`src/rtl/fcd_pkg.sv`:
```
package fcd_pkg;

  localparam int KEY_AW = 11;

  localparam logic [7:0]        KEY_A      = 8'hAA;
  localparam logic [7:0]        KEY_B      = 8'h55;
  localparam logic [7:0]        OPC_PROG   = 8'hA0;
  localparam logic [7:0]        OPC_ERS    = 8'h80;
  localparam logic [7:0]        OPC_SECT   = 8'h50;
  localparam logic [7:0]        OPC_BLK    = 8'h30;
  localparam logic [7:0]        OPC_CHIP   = 8'h10;
  localparam logic [7:0]        OPC_SUSP   = 8'hB0;
  localparam logic [7:0]        OPC_RESUME = 8'h30;
  localparam logic [KEY_AW-1:0] ADR_KEY_A  = 11'h555;
  localparam logic [KEY_AW-1:0] ADR_KEY_B  = 11'h2AA;

  typedef enum logic [2:0] {
    OP_NONE = 3'd0,
    OP_PROG = 3'd1,
    OP_SECT = 3'd2,
    OP_BLK  = 3'd3,
    OP_CHIP = 3'd4
  } op_e;

  typedef enum logic [2:0] {
    ST_IDLE,
    ST_PROG,
    ST_ERASE,
    ST_SUSP_WAIT,
    ST_SUSP,
    ST_SUSP_PROG
  } ctl_e;

  typedef enum logic [2:0] {
    SQ_IDLE,
    SQ_U1,
    SQ_U2,
    SQ_PDATA,
    SQ_E1,
    SQ_E2,
    SQ_E3
  } seq_e;

endpackage

```
`src/rtl/fcd_seq.sv`:
```
module fcd_seq
  import fcd_pkg::*;
(
  input  logic              clk_i,
  input  logic              rst_ni,
  input  logic              wr_i,
  input  logic              en_i,
  input  logic [KEY_AW-1:0] key_addr_i,
  input  logic [7:0]        opc_i,
  output logic              idle_o,
  output logic              cmd_vld_o,
  output op_e               cmd_op_o
);

  seq_e st_q, st_d;
  logic at_a, at_b;

  assign at_a = (key_addr_i == ADR_KEY_A);
  assign at_b = (key_addr_i == ADR_KEY_B);

  always_comb begin
    st_d      = st_q;
    cmd_vld_o = 1'b0;
    cmd_op_o  = OP_NONE;
    if (!en_i) begin
      st_d = SQ_IDLE;
    end else if (wr_i) begin
      unique case (st_q)
        SQ_IDLE: st_d = (at_a && opc_i == KEY_A) ? SQ_U1 : SQ_IDLE;
        SQ_U1:   st_d = (at_b && opc_i == KEY_B) ? SQ_U2 : SQ_IDLE;
        SQ_U2: begin
          if (at_a && opc_i == OPC_PROG)     st_d = SQ_PDATA;
          else if (at_a && opc_i == OPC_ERS) st_d = SQ_E1;
          else                               st_d = SQ_IDLE;
        end
        SQ_PDATA: begin
          st_d      = SQ_IDLE;
          cmd_vld_o = 1'b1;
          cmd_op_o  = OP_PROG;
        end
        SQ_E1: st_d = (at_a && opc_i == KEY_A) ? SQ_E2 : SQ_IDLE;
        SQ_E2: st_d = (at_b && opc_i == KEY_B) ? SQ_E3 : SQ_IDLE;
        SQ_E3: begin
          st_d = SQ_IDLE;
          if (opc_i == OPC_SECT) begin
            cmd_vld_o = 1'b1;
            cmd_op_o  = OP_SECT;
          end else if (opc_i == OPC_BLK) begin
            cmd_vld_o = 1'b1;
            cmd_op_o  = OP_BLK;
          end else if (opc_i == OPC_CHIP && at_a) begin
            cmd_vld_o = 1'b1;
            cmd_op_o  = OP_CHIP;
          end
        end
        default: st_d = SQ_IDLE;
      endcase
    end
  end

  always_ff @(posedge clk_i or negedge rst_ni) begin
    if (!rst_ni) st_q <= SQ_IDLE;
    else         st_q <= st_d;
  end

  assign idle_o = (st_q == SQ_IDLE);

  AST_CMD_RETURNS_IDLE: assert property (@(posedge clk_i) disable iff (!rst_ni)
    cmd_vld_o |=> idle_o);

endmodule

```
`src/rtl/fcd_timer.sv`:
```
module fcd_timer #(
  parameter int CW = 8
) (
  input  logic          clk_i,
  input  logic          rst_ni,
  input  logic          load_i,
  input  logic [CW-1:0] val_i,
  input  logic          hold_i,
  output logic          last_o
);

  logic [CW-1:0] cnt_q;

  always_ff @(posedge clk_i or negedge rst_ni) begin
    if (!rst_ni)                       cnt_q <= '0;
    else if (load_i)                   cnt_q <= val_i;
    else if (!hold_i && cnt_q != '0)   cnt_q <= cnt_q - 1'b1;
  end

  // final counting cycle of the loaded interval
  assign last_o = !hold_i && (cnt_q == CW'(1));

  AST_TIMER_FLOOR: assert property (@(posedge clk_i) disable iff (!rst_ni)
    (!load_i && cnt_q == '0) |=> cnt_q == '0);

  AST_HOLD_KEEPS_COUNT: assert property (@(posedge clk_i) disable iff (!rst_ni)
    (hold_i && !load_i) |=> $stable(cnt_q));

endmodule

```
`src/rtl/fcd_guard.sv`:
```
module fcd_guard
  import fcd_pkg::*;
#(
  parameter int SW       = 10,
  parameter int BW       = 6,
  parameter int BOOT_BLK = 0
) (
  input  logic          wp_ni,
  input  op_e           cmd_op_i,
  input  logic [SW-1:0] cmd_sec_i,
  input  logic          susp_i,
  input  op_e           era_op_i,
  input  logic [SW-1:0] era_sec_i,
  output logic          prot_o,
  output logic          region_o
);

  logic in_boot, same_sec, same_blk;

  assign in_boot  = (cmd_sec_i[SW-1 -: BW] == BW'(BOOT_BLK));
  assign same_sec = (cmd_sec_i == era_sec_i);
  assign same_blk = (cmd_sec_i[SW-1 -: BW] == era_sec_i[SW-1 -: BW]);

  always_comb begin
    prot_o = 1'b0;
    if (!wp_ni) begin
      unique case (cmd_op_i)
        OP_CHIP:                  prot_o = 1'b1;
        OP_PROG, OP_SECT, OP_BLK: prot_o = in_boot;
        default:                  prot_o = 1'b0;
      endcase
    end
  end

  assign region_o = susp_i && ((era_op_i == OP_SECT) ? same_sec : same_blk);

endmodule

```
`src/rtl/flash_cmd_decoder.sv`:
```
module flash_cmd_decoder
  import fcd_pkg::*;
#(
  parameter int AW        = 21,
  parameter int DW        = 16,
  parameter int SECT_LSB  = 11,
  parameter int BLK_LSB   = 15,
  parameter int BOOT_BLK  = 0,
  parameter int PROG_CYC  = 16,
  parameter int ERASE_CYC = 64,
  parameter int CHIP_CYC  = 200,
  parameter int SUSP_CYC  = 6
) (
  input  logic          clk_i,
  input  logic          rst_ni,
  input  logic          wr_i,
  input  logic [AW-1:0] addr_i,
  input  logic [DW-1:0] data_i,
  input  logic          wp_ni,
  output logic          busy_o,
  output logic [2:0]    op_o,
  output logic          susp_o,
  output logic [AW-1:0] op_addr_o,
  output logic [DW-1:0] op_data_o
);

  localparam int SW   = AW - SECT_LSB;
  localparam int BW   = AW - BLK_LSB;
  localparam int M1   = (PROG_CYC > SUSP_CYC) ? PROG_CYC : SUSP_CYC;
  localparam int M2   = (ERASE_CYC > CHIP_CYC) ? ERASE_CYC : CHIP_CYC;
  localparam int MAXC = (M1 > M2) ? M1 : M2;
  localparam int CW   = $clog2(MAXC + 1);

  ctl_e          state_q, state_d;
  op_e           era_op_q, cmd_op, op_cur;
  logic [SW-1:0] era_sec_q;
  logic [AW-1:0] op_addr_q;
  logic [DW-1:0] op_data_q;

  logic          seq_idle, seq_en, cmd_vld;
  logic          prot_hit, region_hit, accept;
  logic          resume_hit, susp_hit;
  logic          aux_load, ers_load, aux_last, ers_last;
  logic [CW-1:0] aux_val, ers_val;
  logic          start_prog, start_ers;
  logic [7:0]    opc;

  assign opc = data_i[7:0];

  assign resume_hit = (state_q == ST_SUSP) && wr_i && seq_idle && (opc == OPC_RESUME);
  assign susp_hit   = (state_q == ST_ERASE) && wr_i && (opc == OPC_SUSP) &&
                      (era_op_q != OP_CHIP);
  assign seq_en     = ((state_q == ST_IDLE) || (state_q == ST_SUSP)) && !resume_hit;

  fcd_seq u_seq (
    .clk_i      (clk_i),
    .rst_ni     (rst_ni),
    .wr_i       (wr_i),
    .en_i       (seq_en),
    .key_addr_i (addr_i[KEY_AW-1:0]),
    .opc_i      (opc),
    .idle_o     (seq_idle),
    .cmd_vld_o  (cmd_vld),
    .cmd_op_o   (cmd_op)
  );

  fcd_guard #(
    .SW       (SW),
    .BW       (BW),
    .BOOT_BLK (BOOT_BLK)
  ) u_guard (
    .wp_ni     (wp_ni),
    .cmd_op_i  (cmd_op),
    .cmd_sec_i (addr_i[AW-1:SECT_LSB]),
    .susp_i    (state_q == ST_SUSP),
    .era_op_i  (era_op_q),
    .era_sec_i (era_sec_q),
    .prot_o    (prot_hit),
    .region_o  (region_hit)
  );

  // program and suspend latency share one counter, erase keeps its own
  fcd_timer #(.CW(CW)) u_aux_tmr (
    .clk_i  (clk_i),
    .rst_ni (rst_ni),
    .load_i (aux_load),
    .val_i  (aux_val),
    .hold_i (1'b0),
    .last_o (aux_last)
  );

  fcd_timer #(.CW(CW)) u_ers_tmr (
    .clk_i  (clk_i),
    .rst_ni (rst_ni),
    .load_i (ers_load),
    .val_i  (ers_val),
    .hold_i (state_q != ST_ERASE),
    .last_o (ers_last)
  );

  assign accept = cmd_vld && !prot_hit;

  always_comb begin
    state_d    = state_q;
    aux_load   = 1'b0;
    aux_val    = CW'(PROG_CYC);
    ers_load   = 1'b0;
    ers_val    = (cmd_op == OP_CHIP) ? CW'(CHIP_CYC) : CW'(ERASE_CYC);
    start_prog = 1'b0;
    start_ers  = 1'b0;
    unique case (state_q)
      ST_IDLE: begin
        if (accept) begin
          if (cmd_op == OP_PROG) begin
            start_prog = 1'b1;
            aux_load   = 1'b1;
            state_d    = ST_PROG;
          end else begin
            start_ers = 1'b1;
            ers_load  = 1'b1;
            state_d   = ST_ERASE;
          end
        end
      end
      ST_PROG: if (aux_last) state_d = ST_IDLE;
      ST_ERASE: begin
        if (ers_last) begin
          state_d = ST_IDLE;
        end else if (susp_hit) begin
          aux_load = 1'b1;
          aux_val  = CW'(SUSP_CYC);
          state_d  = ST_SUSP_WAIT;
        end
      end
      ST_SUSP_WAIT: if (aux_last) state_d = ST_SUSP;
      ST_SUSP: begin
        if (resume_hit) begin
          state_d = ST_ERASE;
        end else if (accept && cmd_op == OP_PROG && !region_hit) begin
          start_prog = 1'b1;
          aux_load   = 1'b1;
          state_d    = ST_SUSP_PROG;
        end
      end
      ST_SUSP_PROG: if (aux_last) state_d = ST_SUSP;
      default: state_d = ST_IDLE;
    endcase
  end

  always_ff @(posedge clk_i or negedge rst_ni) begin
    if (!rst_ni) begin
      state_q   <= ST_IDLE;
      era_op_q  <= OP_NONE;
      era_sec_q <= '0;
      op_addr_q <= '0;
      op_data_q <= '0;
    end else begin
      state_q <= state_d;
      if (start_prog) begin
        op_addr_q <= addr_i;
        op_data_q <= data_i;
      end
      if (start_ers) begin
        era_op_q  <= cmd_op;
        era_sec_q <= addr_i[AW-1:SECT_LSB];
        op_addr_q <= addr_i;
      end
    end
  end

  always_comb begin
    unique case (state_q)
      ST_PROG, ST_SUSP_PROG:  op_cur = OP_PROG;
      ST_ERASE, ST_SUSP_WAIT: op_cur = era_op_q;
      default:                op_cur = OP_NONE;
    endcase
  end

  assign busy_o    = (state_q == ST_PROG) || (state_q == ST_ERASE) ||
                     (state_q == ST_SUSP_WAIT) || (state_q == ST_SUSP_PROG);
  assign op_o      = op_cur;
  assign susp_o    = (state_q == ST_SUSP) || (state_q == ST_SUSP_PROG);
  assign op_addr_o = op_addr_q;
  assign op_data_o = op_data_q;

  AST_NO_CMD_WHEN_BUSY: assert property (@(posedge clk_i) disable iff (!rst_ni)
    busy_o |-> !cmd_vld);

  AST_CHIP_WP_BLOCKS: assert property (@(posedge clk_i) disable iff (!rst_ni)
    (cmd_vld && cmd_op == OP_CHIP && !wp_ni) |=> op_o != 3'(OP_CHIP));

  AST_SUSP_PROG_OUTSIDE: assert property (@(posedge clk_i) disable iff (!rst_ni)
    (state_q == ST_SUSP_PROG) |->
      ((era_op_q == OP_SECT) ? (op_addr_q[AW-1:SECT_LSB] != era_sec_q)
                             : (op_addr_q[AW-1:BLK_LSB] != era_sec_q[SW-1 -: BW])));

  AST_BUSY_HAS_OP: assert property (@(posedge clk_i) disable iff (!rst_ni)
    busy_o |-> op_o != 3'(OP_NONE));

endmodule

```
`config.mk`:
```
export PLATFORM = sky130hd
export DESIGN_NAME = flash_cmd_decoder
export DESIGN_NICKNAME = d
export VERILOG_FILES = /design/src/rtl/fcd_pkg.sv /design/src/rtl/fcd_seq.sv /design/src/rtl/fcd_timer.sv /design/src/rtl/fcd_guard.sv /design/src/rtl/flash_cmd_decoder.sv
export SDC_FILE = /design/constraint.sdc
export NUM_CORES = 1
export LEC_CHECK = 0
export ABC_CLOCK_PERIOD_IN_PS = 7100
export BUFFER_PORTS_ARGS = -buffer_cell sky130_fd_sc_hd__buf_4
export CORE_MARGIN = 2
export CORE_UTILIZATION = 50
export CTS_CLUSTER_DIAMETER = 50
export CTS_CLUSTER_SIZE = 10
export DETAILED_ROUTE_END_ITERATION = 16
export HOLD_SLACK_MARGIN = 0.03
export PLACE_DENSITY = 0.76
export SLEW_MARGIN = 20
export SYNTH_ARGS = -nofsm -noshare
export SYNTH_HDL_FRONTEND = slang
export SYNTH_HIERARCHICAL = 1
export SYNTH_SLANG_ARGS = --single-unit
```
`constraint.sdc`:
```
create_clock -name clk_i -period 7.1 [get_ports clk_i]
set_input_delay 0.355 -clock clk_i [delete_from_list [all_inputs] [get_ports clk_i]]
set_output_delay 0.355 -clock clk_i [all_outputs]
set_load 0.005 [all_outputs]
```
# Word-level counts from Yosys, hierarchy flattened
# Cells that the tools add are included.
word_totals:
  word_cells: 143
  latch_bits: 0
  ff_bits: 72
  romBits: 0
  ramBits: 0
  memories: 0
op_classes:
  n_shift: 0
  n_div: 0
  n_eq_ne: 38
  mux: 55
  n_mul: 0
  n_lt_le_gt_ge: 0
  n_bitwise: 0
  addsub: 2
  reduce_logical: 40
op_table:
  columns: ["cell", "n"]
  rows:
  - ["3-bit 2-to-1 mux", 18]
  - ["21-bit 2-to-1 mux", 2]
  - ["8-bit 2-to-1 mux", 5]
  - ["8-bit equality test, second input constant", 4]
  - ["3-bit case mux with 5 select lines", 2]
  - ["3-bit by 2-bit equality test with 1-bit output, second input constant", 7]
  - ["3-bit equality test, second input constant", 6]
  - ["1-bit logical AND", 18]
  - ["1-bit 2-to-1 mux", 17]
  - ["8-bit by 1-bit equality test with 1-bit output, second input constant", 2]
  - ["8-bit by 7-bit equality test with 1-bit output, second input constant", 2]
  - ["8-bit nonzero test", 2]
  - ["8-bit by 1-bit subtractor with 8-bit output, second input constant", 2]
  - ["5-bit 2-to-1 mux", 3]
  - ["3-bit case mux with 2 select lines", 2]
  - ["11-bit by 10-bit equality test with 1-bit output, second input constant", 1]
  - ["11-bit equality test, second input constant", 1]
  - ["10-bit equality test", 1]
  - ["3-bit by 1-bit equality test with 1-bit output, second input constant", 3]
  - ["3-bit inequality test, second input constant", 3]
  - ["8-bit by 5-bit equality test with 1-bit output, second input constant", 1]
  - ["8-bit by 6-bit equality test with 1-bit output, second input constant", 1]
  - ["6-bit equality test", 1]
  - ["3-bit zero test", 2]
  - ["other kinds (13)", 29]

# Longest topological paths before layout
# Gate-level depths: netlist of the first run.
depth:
  word_depth: 21
  depth_mapped: 21
  mapped_depth_nobuf: 18

# Hierarchy
# The synthesis of the first run kept the hierarchy.
modules_own_cells:
  columns: ["mod", "seq_area_each_um2", "area_per_inst_um2", "cells_each", "n_inst"]
  rows:
  - ["flash_cmd_decoder", 1326.3, 2275.9, 154, 1]
  - ["fcd_timer", 200.2, 508.0, 60, 2]
  - ["fcd_seq", 75.1, 426.7, 55, 1]
  - ["fcd_guard", 0.0, 165.2, 21, 1]

# Worst setup path after synthesis of the first run
# No wires, ideal clock.
synth_path:
  path_type: "register to register"
  start: "register state_q[1]"
  end: "register u_aux_tmr.cnt_q[0]"
  path_buffers: 4
  setup_time_ns: 0.136
  arrival_time_ns: 3.777
  path_stages_with_launch: 19
  slack_ns: 3.188
  t_required_ns: 6.964
  cell_sequence: "dfrtp_1 -> or2_2 -> nor2b_1 -> nand3_1 -> nor4_1 -> nand3_1 -> nor4_1 -> nor4_2 -> nand3b_1 -> a21oi_2 -> nor3b_1 -> and2_1 -> a32o_1 -> buf_6 -> buf_6 -> nand2b_1 -> buf_1 -> clkbuf_1 -> o21ai_0"
synth_via:
  elab_chain_len: 19
  elab_cells_between_ends: 41
synth_rtl:
  columns: ["item", "line_no", "text"]
  rows:
  - ["from (decl)", "flash_cmd_decoder.sv:34", "ctl_e state_q, state_d;"]
  - ["from (signal assigned)", "flash_cmd_decoder.sv:158", "state_q <= state_d;"]
  - ["3-bit equality test", "flash_cmd_decoder.sv:50, flash_cmd_decoder.sv:53", null]
  - ["1-bit logical AND (3 in series)", "flash_cmd_decoder.sv:50", "assign resume_hit = (state_q == ST_SUSP) && wr_i && seq_idle && (opc == OPC_RESUME);"]
  - ["1-bit zero test", "flash_cmd_decoder.sv:53", "assign seq_en = ((state_q == ST_IDLE) || (state_q == ST_SUSP)) && !resume_hit;"]
  - ["1-bit logical AND *", "flash_cmd_decoder.sv:53", null]
  - ["via seq_en", "flash_cmd_decoder.sv:40", "logic seq_idle, seq_en, cmd_vld;"]
  - ["3-bit 2-to-1 mux *", "fcd_seq.sv:25", "if (!en_i) begin"]
  - ["via cmd_op[2]", "flash_cmd_decoder.sv:35", "op_e era_op_q, cmd_op, op_cur;"]
  - ["3-bit by 1-bit equality test with 1-bit output or 3-bit by 2-bit equality test with 1-bit output (tied branches)", "fcd_guard.sv:27", "unique case (cmd_op_i)"]
  - ["[3 not listed]", null, null]
  - ["via prot_hit", "flash_cmd_decoder.sv:41", "logic prot_hit, region_hit, accept;"]
  - ["1-bit zero test *", "flash_cmd_decoder.sv:101", "assign accept = cmd_vld && !prot_hit;"]
  - ["1-bit logical AND *", "flash_cmd_decoder.sv:101", null]
  - ["1-bit logical AND (2 in series)", "flash_cmd_decoder.sv:139", "end else if (accept && cmd_op == OP_PROG && !region_hit) begin"]
  - ["1-bit 2-to-1 mux", "flash_cmd_decoder.sv:139", null]
  - ["1-bit 2-to-1 mux", "flash_cmd_decoder.sv:137", "if (resume_hit) begin"]
  - ["1-bit case mux with 3 select lines *", "flash_cmd_decoder.sv:111", "unique case (state_q)"]
  - ["via aux_load", "flash_cmd_decoder.sv:43", "logic aux_load, ers_load, aux_last, ers_last;"]
  - ["8-bit 2-to-1 mux or 2-bit nonzero test (tied branches)", null, null]
  - ["to (signal assigned)", "fcd_timer.sv:16", "else if (load_i) cnt_q <= val_i;"]
  - ["to (signal assigned)", "fcd_timer.sv:17", "else if (!hold_i && cnt_q != '0) cnt_q <= cnt_q - 1'b1;"]
  - ["to (decl)", "fcd_timer.sv:12", "logic [CW-1:0] cnt_q;"]
# Mark *: on every way through the listed nets, which the timed path passes. The rest lies on a longest branch.
# A chain may end at the register's enable or synchronous reset.

# Final worst setup path of the first run
layout_path:
  start: "register state_q[1]"
  end: "register u_aux_tmr.cnt_q[6]"
# The elaborated chain is that of the path after synthesis.

==> flow_metrics.py, run 1 <==
metrics = {
    "placed_design": {
        "dp_hpwl_mm": 6.17,
        "dp_cells": 541,
        "portBuffers": 82,
        "place_area_um2": 4650,
        "gp_congestion": 0.840,
    },
    "cts": {
        "cts_resized": 0,
        "htree_levels": 3,
        "clk_latency_ns": 0.34,
        "hold_buffers": 0,
        "clockBufferDepth": 2,
        "cts_tree": "done",
        "postCtsSetupRepairBufs": 0,
        "clkSinkCount": 72,
        "cts_buffers": 9,
        "root_buffer": "clkbuf_8",
        "clk_pin_slew_ns": 0.07,
    },
    "power": {
        "seqPwrFrac_pct": 47.3,
        "p_clk_share_pct": 30.3,
        "p_per_area_nw_per_um2": 221,
        "p_int_uw": 745,
        "power_frac_comb_pct": 22.5,
        "vdd_drop_max_mv": 0.102,
        "power.leakage_uw": 0.00227,
        "switching_share_pct": 30.5,
        "power_switching_uw": 326,
    },
    "finish": {
        "utilization_pct": 63.7,
        "n_antenna_cell": 0,
        "nets": 495,
        "drive_gt1_share_pct": 36.5,
        "finalNonFillerCells": 557,
        "area_delta_synth_final_pct": 24.7,
        "stdcell_area_um2": 4840,
        "nFillCells": 637,
    },
    "route": {
        "top_layer": "met4",
        "wl_met2_mm": 3.88,
        "drt-met1-wl_mm": 3.96,
        "first_iter_violations": 174,
        "dr.pass1.iters": 4,
        "num_vias": 3001,
        "wl_per_cell_um": 14.9,
        "route.detailed.drc": 0,
        "wl_mm": 8.28,
        "route.met3.wl_um": 339,
        "ant_nets": 0,
        "vias_per_cell": 5.39,
    },
    "sta": {
        "worst_slew_pin_slew_ns": 0.892,
        "setup_viol": 0,
        "timing.fmax_ghz": 0.208,
        "fin_setup_tns_ns": 0,
        "post-route-min-period_ns": 4.81,
        "period_share_pct": 67.7,
        "fin_skew_ns": 0.00773,
        "slew_violations": 0,
        "rsz0062_at_grt": "no",
        "slew_headroom_pct": 40.5,
        "hold_violations": 0,
    },
    "critical_path": {
        "worst-r2r-cell-count": 16,
        "r2r-end": "u_aux_tmr/cnt_q[6]$_DFFE_PN0P_",
        "worstPathRequired_ns": 7.30,
        "critPathKind": "register to register",
        "reg2reg_from": "state_q[1]$_DFFE_PN0P_",
        "worst_setup_path_end_kind": "register",
        "worst_ep_arrival_time_ns": 5.01,
        "crit_path_start_kind": "register",
        "crit_path_max_fanout": 18,
        "r2r_slack_ns": 2.29,
    },
    "yosys": {
        "yosys_register_bits": 72,
        "yosys_warnings": 6,
        "ys_types": 63,
        "synth-edff-count": 0,
        "synthArstFlopShare_pct": 100,
        "ys_seq_area_share_pct": 46.4,
        "synth_ff_type": "dfrtp_1",
        "netlist_area_um2": 3880,
        "avgSynthCellArea_um2": 11.1,
        "syn-instance-count": 350,
    },
    "floorplanning": {
        "die_y_um": 92.1,
        "num_io_pins": 83,
        "die-area_um2": 8490,
        "rows": 32,
        "start_util_pct": 51.1,
        "die_w_um": 92.1,
        "coreArea_um2": 7610,
    },
    "global_routing": {
        "track_usage_pct": 20.8,
        "grt_max_degree": 73,
        "grt_first_pass_wirelength_mm": 14.1,
        "gr-total-overflow": 0,
        "grt_pass1_vias": 2957,
        "grt_antenna_before_repair": 0,
    },
    "min_path": {
        "hp-class": "input port to asynchronous set/reset pin",
    },
    "run_status": {
        "status": "finished, final reports clean",
    },
    "job": {
        "max_cap_viol_count": 0,
    },
}
[cell families (layout without fill, tap and decap cells)]
kind of cell,Yosys count,count (layout),share of synthesized area [%]
fa+ha+maj,4,4,1.29
flops,72,72,46.4
compound gates,56,56,9.76
xor+xnor,13,13,2.93
simple gates,133,133,22.1
buf+inv,18,109,2.29
other cells,2,16,0.193
mux,52,52,15.0
[synthesized netlist by cell type, types with 4 or more instances]
cell | instances | share of area, %
dfrtp_1 | 72 | 46
mux2_2 | 48 | 14
nand2_1 | 29 | 2.8
nor2_1 | 20 | 1.9
xnor2_1 | 13 | 2.9
nand3_1 | 11 | 1.4
inv_1 | 9 | 0.87
a21oi_1 | 8 | 1.0
nor3_1 | 8 | 1.0
o21ai_0 | 8 | 1.0
o21ai_1 | 7 | 0.90
nand4_1 | 6 | 0.97
a31oi_1 | 5 | 0.81
and2_1 | 5 | 0.81
nand2b_1 | 5 | 0.81
nor2b_1 | 5 | 0.81
a211oi_1 | 4 | 0.77
and4b_1 | 4 | 1.0
ha_1 | 4 | 1.3
nor4_1 | 4 | 0.64
[cells in the final DEF, fill, tap and decap left out, types with 3 or more instances in the layout]
master and instances:
buf_4 84, dfrtp_1 72, mux2_2 48, nand2_1 29, nor2_1 20, conb_1 16, xnor2_1 13, nand3_1 11
clkbuf_8 11, inv_1 9, a21oi_1 8, o21ai_0 8, nor3_1 8, o21ai_1 7, nand4_1 6, nor2b_1 5
and2_1 5, nand2b_1 5, and4b_1 4, a211oi_1 4, nor4_1 4, a31oi_1 4, ha_1 4, nor3b_1 3
a21o_1 3, a21boi_0 3, nor4_2 3, o31a_1 3, nand4bb_1 3, nor4b_1 3
[state kept, by name (all words and copies together), names as in the netlist]
register / cells
u_seq/st_q: 3
op_addr_o: 21
state_q: 3
era_op_q: 3
era_sec_q: 10
u_ers_tmr/cnt_q: 8
u_aux_tmr/cnt_q: 8
op_data_o: 16
[final cells by class]
type | count | area (µm²) | area share, %
sequential | 72 | 1800 | 37.2
multi-input combinational | 274 | 2050 | 42.4
timing repair buffer | 84 | 631 | 13.0
tap | 102 | 128 | 2.63
inverter | 9 | 33.8 | 0.697
clock inverter | 3 | 40.0 | 0.826
clock buffer | 13 | 159 | 3.28
[stage by stage]
step           total power (µW)  hold WS, ns  setup WS (ns)
3_3_place_gp                745        0.469           2.44
3_5_place_dp                753        0.481           2.27
6_report                   1070        0.152           2.29
2_1_floorplan               663       0.0594           3.19
4_1_cts                    1080        0.175           2.30
5_1_grt                    1140        0.222           1.72
[power groups by stage]
| stage | Clock (µW) | Combinational (µW) | Sequential, µW |
|---|---|---|---|
| 6_report | 324 | 241 | 507 |
| 5_1_grt | 351 | 276 | 513 |
| 4_1_cts | 333 | 240 | 505 |
| 3_5_place_dp | 0 | 240 | 513 |
| 3_3_place_gp | 0 | 234 | 510 |
| 2_1_floorplan | 0 | 163 | 500 |
[critical path, stage by stage, from the launching register on]
cell	delay, ns
dfrtp_1	0.47
or2_2	0.39
nor2b_1	0.31
nand3_1	0.18
nor4_1	0.20
nand3_1	0.15
nor4_1	0.71
nor4_2	0.06
nand3b_1	0.12
a21oi_2	0.06
nor3b_1	0.27
and2_1	0.21
a32o_1	0.75
nand2b_1	0.50
nor2_1	0.07
nand3_1	0.09
o311ai_0	0.12
[per-layer routing]
layer / global-route usage [%] / vias to the layer above
met5: 0 / -
met4: 7.71 / 0
met3: 3.62 / 9
met2: 32.5 / 71
met1: 29.0 / 1442
li1: - / 1479
[how the worst max path moves through the flow]
stage	from	end	slack [ns]	cells past startpoint
global route	u_seq/st_q[1]$_DFFE_PN0P_	u_aux_tmr/cnt_q[6]$_DFFE_PN0P_	1.72	18
detailed placement	data_i[6]	u_aux_tmr/cnt_q[6]$_DFFE_PN0P_	2.27	18
finish	state_q[1]$_DFFE_PN0P_	u_aux_tmr/cnt_q[6]$_DFFE_PN0P_	2.29	16
floorplan	state_q[1]$_DFFE_PN0P_	u_aux_tmr/cnt_q[0]$_DFFE_PN0P_	3.19	18
CTS	state_q[2]$_DFFE_PN0P_	u_aux_tmr/cnt_q[6]$_DFFE_PN0P_	2.30	17
global placement	data_i[6]	u_aux_tmr/cnt_q[6]$_DFFE_PN0P_	2.44	18
Power figures use the tool's default switching activity.
==> run 2, diff against run 1 <==
Settings changed: ABC_CLOCK_PERIOD_IN_PS 7100 to 4500.
Clock period 7.1 ns to 4.5 ns, I/O delays scaled along.
==> run 2 against run 1 <==
Net effect: non-clock buffer count increased by 2; die area unchanged; critical path depth rose by 2; count of clock-buffer cells in the layout shrank 2; hold slack got worse by 0.15 ns; highest routed layer unchanged; via count is 1.3% higher; final cell count grew 0.36%.
==> flow_metrics.py, run 2 (synthesis gave the netlist of run 1 again) <==
metrics = {
    "finish": {
        "mostFrequentLayoutCells": "86 x buf_4, 72 x dfrtp_1, 48 x mux2_2, 29 x nand2_1, 20 x nor2_1",
        "n_antenna_cell": 0,
        "nets": 497,
        "nFillCells": 640,
        "drive_gt1_share_pct": 37.2,
        "area_delta_synth_final_pct": 26.4,
        "final_common_cell": "buf_4",
        "largest_reg_flops": 21,
        "utilization_pct": 64.5,
        "stdcell_area_um2": 4910,
    },
    "route": {
        "route.detailed.drc": 0,
        "ant_nets": 0,
        "num_vias": 3039,
        "first_iter_violations": 194,
        "vias_per_cell": 5.44,
        "wl_mm": 8.34,
        "wl_per_cell_um": 14.9,
        "dr.pass1.iters": 4,
    },
    "critical_path": {
        "crit_path_max_fanout": 17,
        "r2r_slack_ns": 0.49,
        "critPathKind": "register to register",
        "worst-r2r-cell-count": 18,
        "worst_ep_arrival_time_ns": 4.20,
        "worst_setup_path_end_kind": "register",
        "r2r-end": "u_aux_tmr/cnt_q[6]$_DFFE_PN0P_",
        "crit_path_start_kind": "register",
        "reg2reg_from": "state_q[2]$_DFFE_PN0P_",
        "worstPathRequired_ns": 4.69,
    },
    "sta": {
        "post-route-min-period_ns": 4.01,
        "fin_skew_ns": 0.0126,
        "timing.fmax_ghz": 0.249,
        "slew_violations": 0,
        "slew_headroom_pct": 39.4,
        "final.setup.worst_slack_ns": 0.490,
        "fin_setup_tns_ns": 0,
        "setup_viol": 0,
        "worst_slew_pin_slew_ns": 0.909,
        "hold_violations": 0,
        "period_share_pct": 89.1,
        "rsz0062_at_grt": "no",
    },
    "placed_design": {
        "portBuffers": 82,
        "dpl_worst_slack_ns": 0.365,
        "gp_congestion": 0.964,
        "dp_hpwl_mm": 6.18,
        "place_area_um2": 4660,
    },
    "global_routing": {
        "grt_first_pass_wirelength_mm": 13.7,
        "grt_max_degree": 73,
        "gr-total-overflow": 0,
        "grt_pass1_vias": 2954,
        "track_usage_pct": 20.3,
        "grt_antenna_before_repair": 0,
    },
    "power": {
        "total_power_uw": 1800,
        "vdd_drop_max_mv": 0.248,
        "p_per_area_nw_per_um2": 368,
        "power.leakage_uw": 0.00230,
    },
    "cts": {
        "clk_latency_ns": 0.34,
        "clockBufferDepth": 2,
        "htree_levels": 3,
        "clkSinkCount": 72,
        "cts_buffers": 9,
        "root_buffer": "clkbuf_8",
        "cts_tree": "done",
        "hold_buffers": 0,
        "clk_pin_slew_ns": 0.07,
    },
    "floorplanning": {
        "start_util_pct": 51.1,
        "die_w_um": 92.1,
        "rows": 32,
        "die-area_um2": 8490,
        "coreArea_um2": 7610,
        "die_y_um": 92.1,
        "num_io_pins": 83,
    },
    "job": {
        "max_cap_viol_count": 0,
    },
    "run_status": {
        "status": "finished, final reports clean",
    },
    "min_path": {
        "hp-class": "input port to asynchronous set/reset pin",
    },
}
-- run 2: timing repair --
action                                  4_1_cts  5_1_grt
setup buffers                                 0        0
endpoints found under the setup margin        0        1
gates resized for setup                       0        1
-- run 2: power breakdown --
part | internal (µW) | leakage (µW) | total [µW] | switching [µW]
Clock | 384 | 0.000124 | 624 | 240
Combinational | 182 | 0.00122 | 382 | 200
Sequential | 709 | 0.000954 | 798 | 89.0
-- run 2: stage by stage --
stage	hold slack (ns)	std cells
global placement	0.400	543
global route	0.0943	559
CTS	0.0426	559
detailed placement	0.411	543
finish	0.00139	559
floorplan	-0.0706	364
-- run 2: critical path, stage by stage, from the launching register on --
cell and delay [ns]:
dfrtp_1 0.49, nor3b_2 0.25, nand4_1 0.11, nor2b_1 0.33, nand3_1 0.19, nor4_1 0.20, nand3_1 0.16, nor4_1 0.27
buf_4 0.19, nor4_2 0.04, nand3b_1 0.09, a21oi_2 0.06, nor3b_1 0.23, and2_1 0.20, a32o_1 0.41, nand2b_2 0.36
nor2_1 0.07, nand3_1 0.08, o311ai_0 0.14
-- run 2: worst max-delay path by stage --
stage | start | to | slack [ns]
2_1_floorplan | state_q[1]$_DFFE_PN0P_ | u_aux_tmr/cnt_q[0]$_DFFE_PN0P_ | 0.59
3_3_place_gp | state_q[1]$_DFFE_PN0P_ | u_aux_tmr/cnt_q[6]$_DFFE_PN0P_ | 0.58
3_5_place_dp | state_q[2]$_DFFE_PN0P_ | u_aux_tmr/cnt_q[6]$_DFFE_PN0P_ | 0.37
4_1_cts | state_q[1]$_DFFE_PN0P_ | u_aux_tmr/cnt_q[6]$_DFFE_PN0P_ | 0.34
5_1_grt | u_seq/st_q[1]$_DFFE_PN0P_ | u_aux_tmr/cnt_q[6]$_DFFE_PN0P_ | 0.12
6_report | state_q[2]$_DFFE_PN0P_ | u_aux_tmr/cnt_q[6]$_DFFE_PN0P_ | 0.49
-- run 2: layer usage --
layer  global-route usage [%]  up-vias  wire (µm)
met1                     26.4     1454       3710
met4                     7.96        0         89
met2                     33.6       93       4130
met5                        0        -          0
met3                     3.94        9        407
li1                         -     1483          -
-- run 2: final cells by class --
cell class | instances | area (µm²) | area share, %
inverters | 9 | 33.8 | 0.688
clock buffers | 11 | 141 | 2.88
clock inverters | 5 | 104 | 2.12
flip-flops and latches | 72 | 1800 | 36.7
well taps | 102 | 128 | 2.60
multi-input cells | 274 | 2050 | 41.9
repair buffers | 86 | 646 | 13.2
==> run 3, diff against run 2 <==
Settings changed: CORE_MARGIN 2 to default.
==> run 3 against run 2 <==
Net effect: the flow now finishes with violations (hold timing); maximum frequency increased by 2.2%; sequential power increased by 0.5%; final cell count decreased by 0.54%; critical path type unchanged; critical endpoint unchanged; largest cell class unchanged.
==> flow_metrics.py, run 3 (synthesis gave the netlist of run 1 again) <==
metrics = {
    "cts": {
        "cts_buffers": 9,
        "clkSinkCount": 72,
        "cts_resized": 0,
        "root_buffer": "clkbuf_8",
        "htree_levels": 3,
        "hold_buffers": 0,
        "clockBufferDepth": 2,
        "cts_tree": "done",
        "clk_pin_slew_ns": 0.08,
        "clk_latency_ns": 0.35,
        "postCtsSetupRepairBufs": 0,
    },
    "floorplanning": {
        "die-area_um2": 8120,
        "coreArea_um2": 7370,
        "rows": 31,
        "num_io_pins": 83,
        "start_util_pct": 52.7,
        "die_y_um": 90.1,
        "die_w_um": 90.1,
    },
    "route": {
        "num_vias": 3058,
        "dr.pass1.iters": 4,
        "route.detailed.drc": 0,
        "wl_per_cell_um": 15.5,
        "wl_mm": 8.61,
        "vias_per_cell": 5.50,
        "ant_nets": 0,
        "first_iter_violations": 178,
    },
    "power": {
        "power.leakage_uw": 0.00229,
        "vdd_drop_max_mv": 0.221,
        "p_per_area_nw_per_um2": 363,
    },
    "finish": {
        "stdcell_area_um2": 4890,
        "final_common_cell": "buf_4",
        "largest_reg_flops": 21,
        "nets": 497,
        "mostFrequentLayoutCells": "86 x buf_4, 72 x dfrtp_1, 48 x mux2_2, 29 x nand2_1, 20 x nor2_1",
        "n_antenna_cell": 0,
        "area_delta_synth_final_pct": 25.9,
        "drive_gt1_share_pct": 37.0,
    },
    "sta": {
        "final.setup.worst_slack_ns": 0.577,
        "fin_setup_tns_ns": 0,
        "slew_violations": 0,
        "worst_slew_pin_slew_ns": 0.898,
        "post-route-min-period_ns": 3.92,
        "holdWs_ns": -0.0133,
        "slew_headroom_pct": 40.2,
        "hold_violations": 6,
        "setup_viol": 0,
        "rsz0062_at_grt": "no",
        "fin_skew_ns": 0.00917,
        "timing.fmax_ghz": 0.255,
        "period_share_pct": 87.2,
    },
    "global_routing": {
        "grt_pass1_vias": 3085,
        "grt_max_degree": 73,
        "gr-total-overflow": 0,
        "track_usage_pct": 22.7,
        "grt_first_pass_wirelength_mm": 14.8,
        "grt_antenna_before_repair": 0,
    },
    "critical_path": {
        "worstPathRequired_ns": 4.72,
        "crit_path_max_fanout": 17,
        "critPathKind": "register to register",
        "worst_setup_path_end_kind": "register",
        "worst_ep_arrival_time_ns": 4.14,
        "crit_path_start_kind": "register",
    },
    "placed_design": {
        "portBuffers": 82,
        "gp_congestion": 0.882,
        "dpl_worst_slack_ns": 0.663,
        "place_area_um2": 4660,
        "dp_hpwl_mm": 6.32,
    },
    "run_status": {
        "violations": "hold timing",
        "status": "finished, violations left",
    },
    "job": {
        "max_cap_viol_count": 0,
    },
    "min_path": {
        "hp-class": "input port to asynchronous set/reset pin",
    },
}
run 3: final cells by class:
| cell class | instances | area [µm²] |
|---|---|---|
| fill | 623 | 2480 |
| clock inverter | 4 | 76.3 |
| tap | 99 | 124 |
| timing repair buffer | 86 | 646 |
| sequential | 72 | 1800 |
| inverter | 9 | 33.8 |
| multi-input combinational | 274 | 2050 |
| clock buffer | 12 | 155 |
run 3: metal layers:
metal  vias up  share of wire [%]  GRT usage [%]
li1       1480                  -              -
met1      1469                 45           30.9
met2        94                 48           35.4
met3        15                4.8           4.57
met4         0                2.2           9.54
met5         -                  0              0
run 3: worst max-delay path, stage by stage, from the launching register on:
cell,delay [ns]
dfrtp_1,0.49
nor3b_2,0.25
nand4_1,0.11
nor2b_1,0.31
nand3_1,0.17
nor4_1,0.21
nand3_1,0.17
nor2_1,0.29
nor2_1,0.11
nand3b_1,0.18
a21oi_2,0.15
nand2b_1,0.23
nor3_2,0.07
a32o_1,0.23
nand2b_1,0.37
o311ai_0,0.46
run 3: power breakdown:
| part | total (µW) | switching (µW) | internal, µW |
|---|---|---|---|
| sequential | 802 | 92.2 | 709 |
| combinational | 388 | 207 | 181 |
| clock | 586 | 242 | 344 |
| total | 1780 | 541 | 1230 |
run 3: final timing paths:
kind	startpoint	cells after the start	to	slack, ns
worst max register to register	state_q[2]$_DFFE_PN0P_	15	u_aux_tmr/cnt_q[6]$_DFFE_PN0P_	0.58
worst max-delay path	state_q[2]$_DFFE_PN0P_	15	u_aux_tmr/cnt_q[6]$_DFFE_PN0P_	0.58
worst min-delay path	rst_ni	1	op_addr_o[8]$_DFFE_PN0P_	-0.01
worst min register to register	op_addr_o[6]$_DFFE_PN0P_	1	op_addr_o[6]$_DFFE_PN0P_	0.51
max in group asynchronous	rst_ni	1	u_aux_tmr/cnt_q[1]$_DFFE_PN0P_	3.92
min in group clk_i	data_i[15]	2	op_data_o[15]$_DFFE_PN0P_	0.10
run 3: through the flow:
| step | hold slack [ns] | cells | util (%) | power, µW |
|---|---|---|---|---|
| 6_report | -0.0133 | 556 | 66.3 | 1780 |
| 5_1_grt | 0.0835 | 556 | 66.3 | 1890 |
| 4_1_cts | 0.0325 | 556 | 66.3 | 1780 |
| 3_5_place_dp | 0.410 | 540 | 63.2 | 1200 |
| 3_3_place_gp | 0.402 | 540 | 63.2 | 1170 |
| 2_1_floorplan | -0.0706 | 364 | - | 1050 |
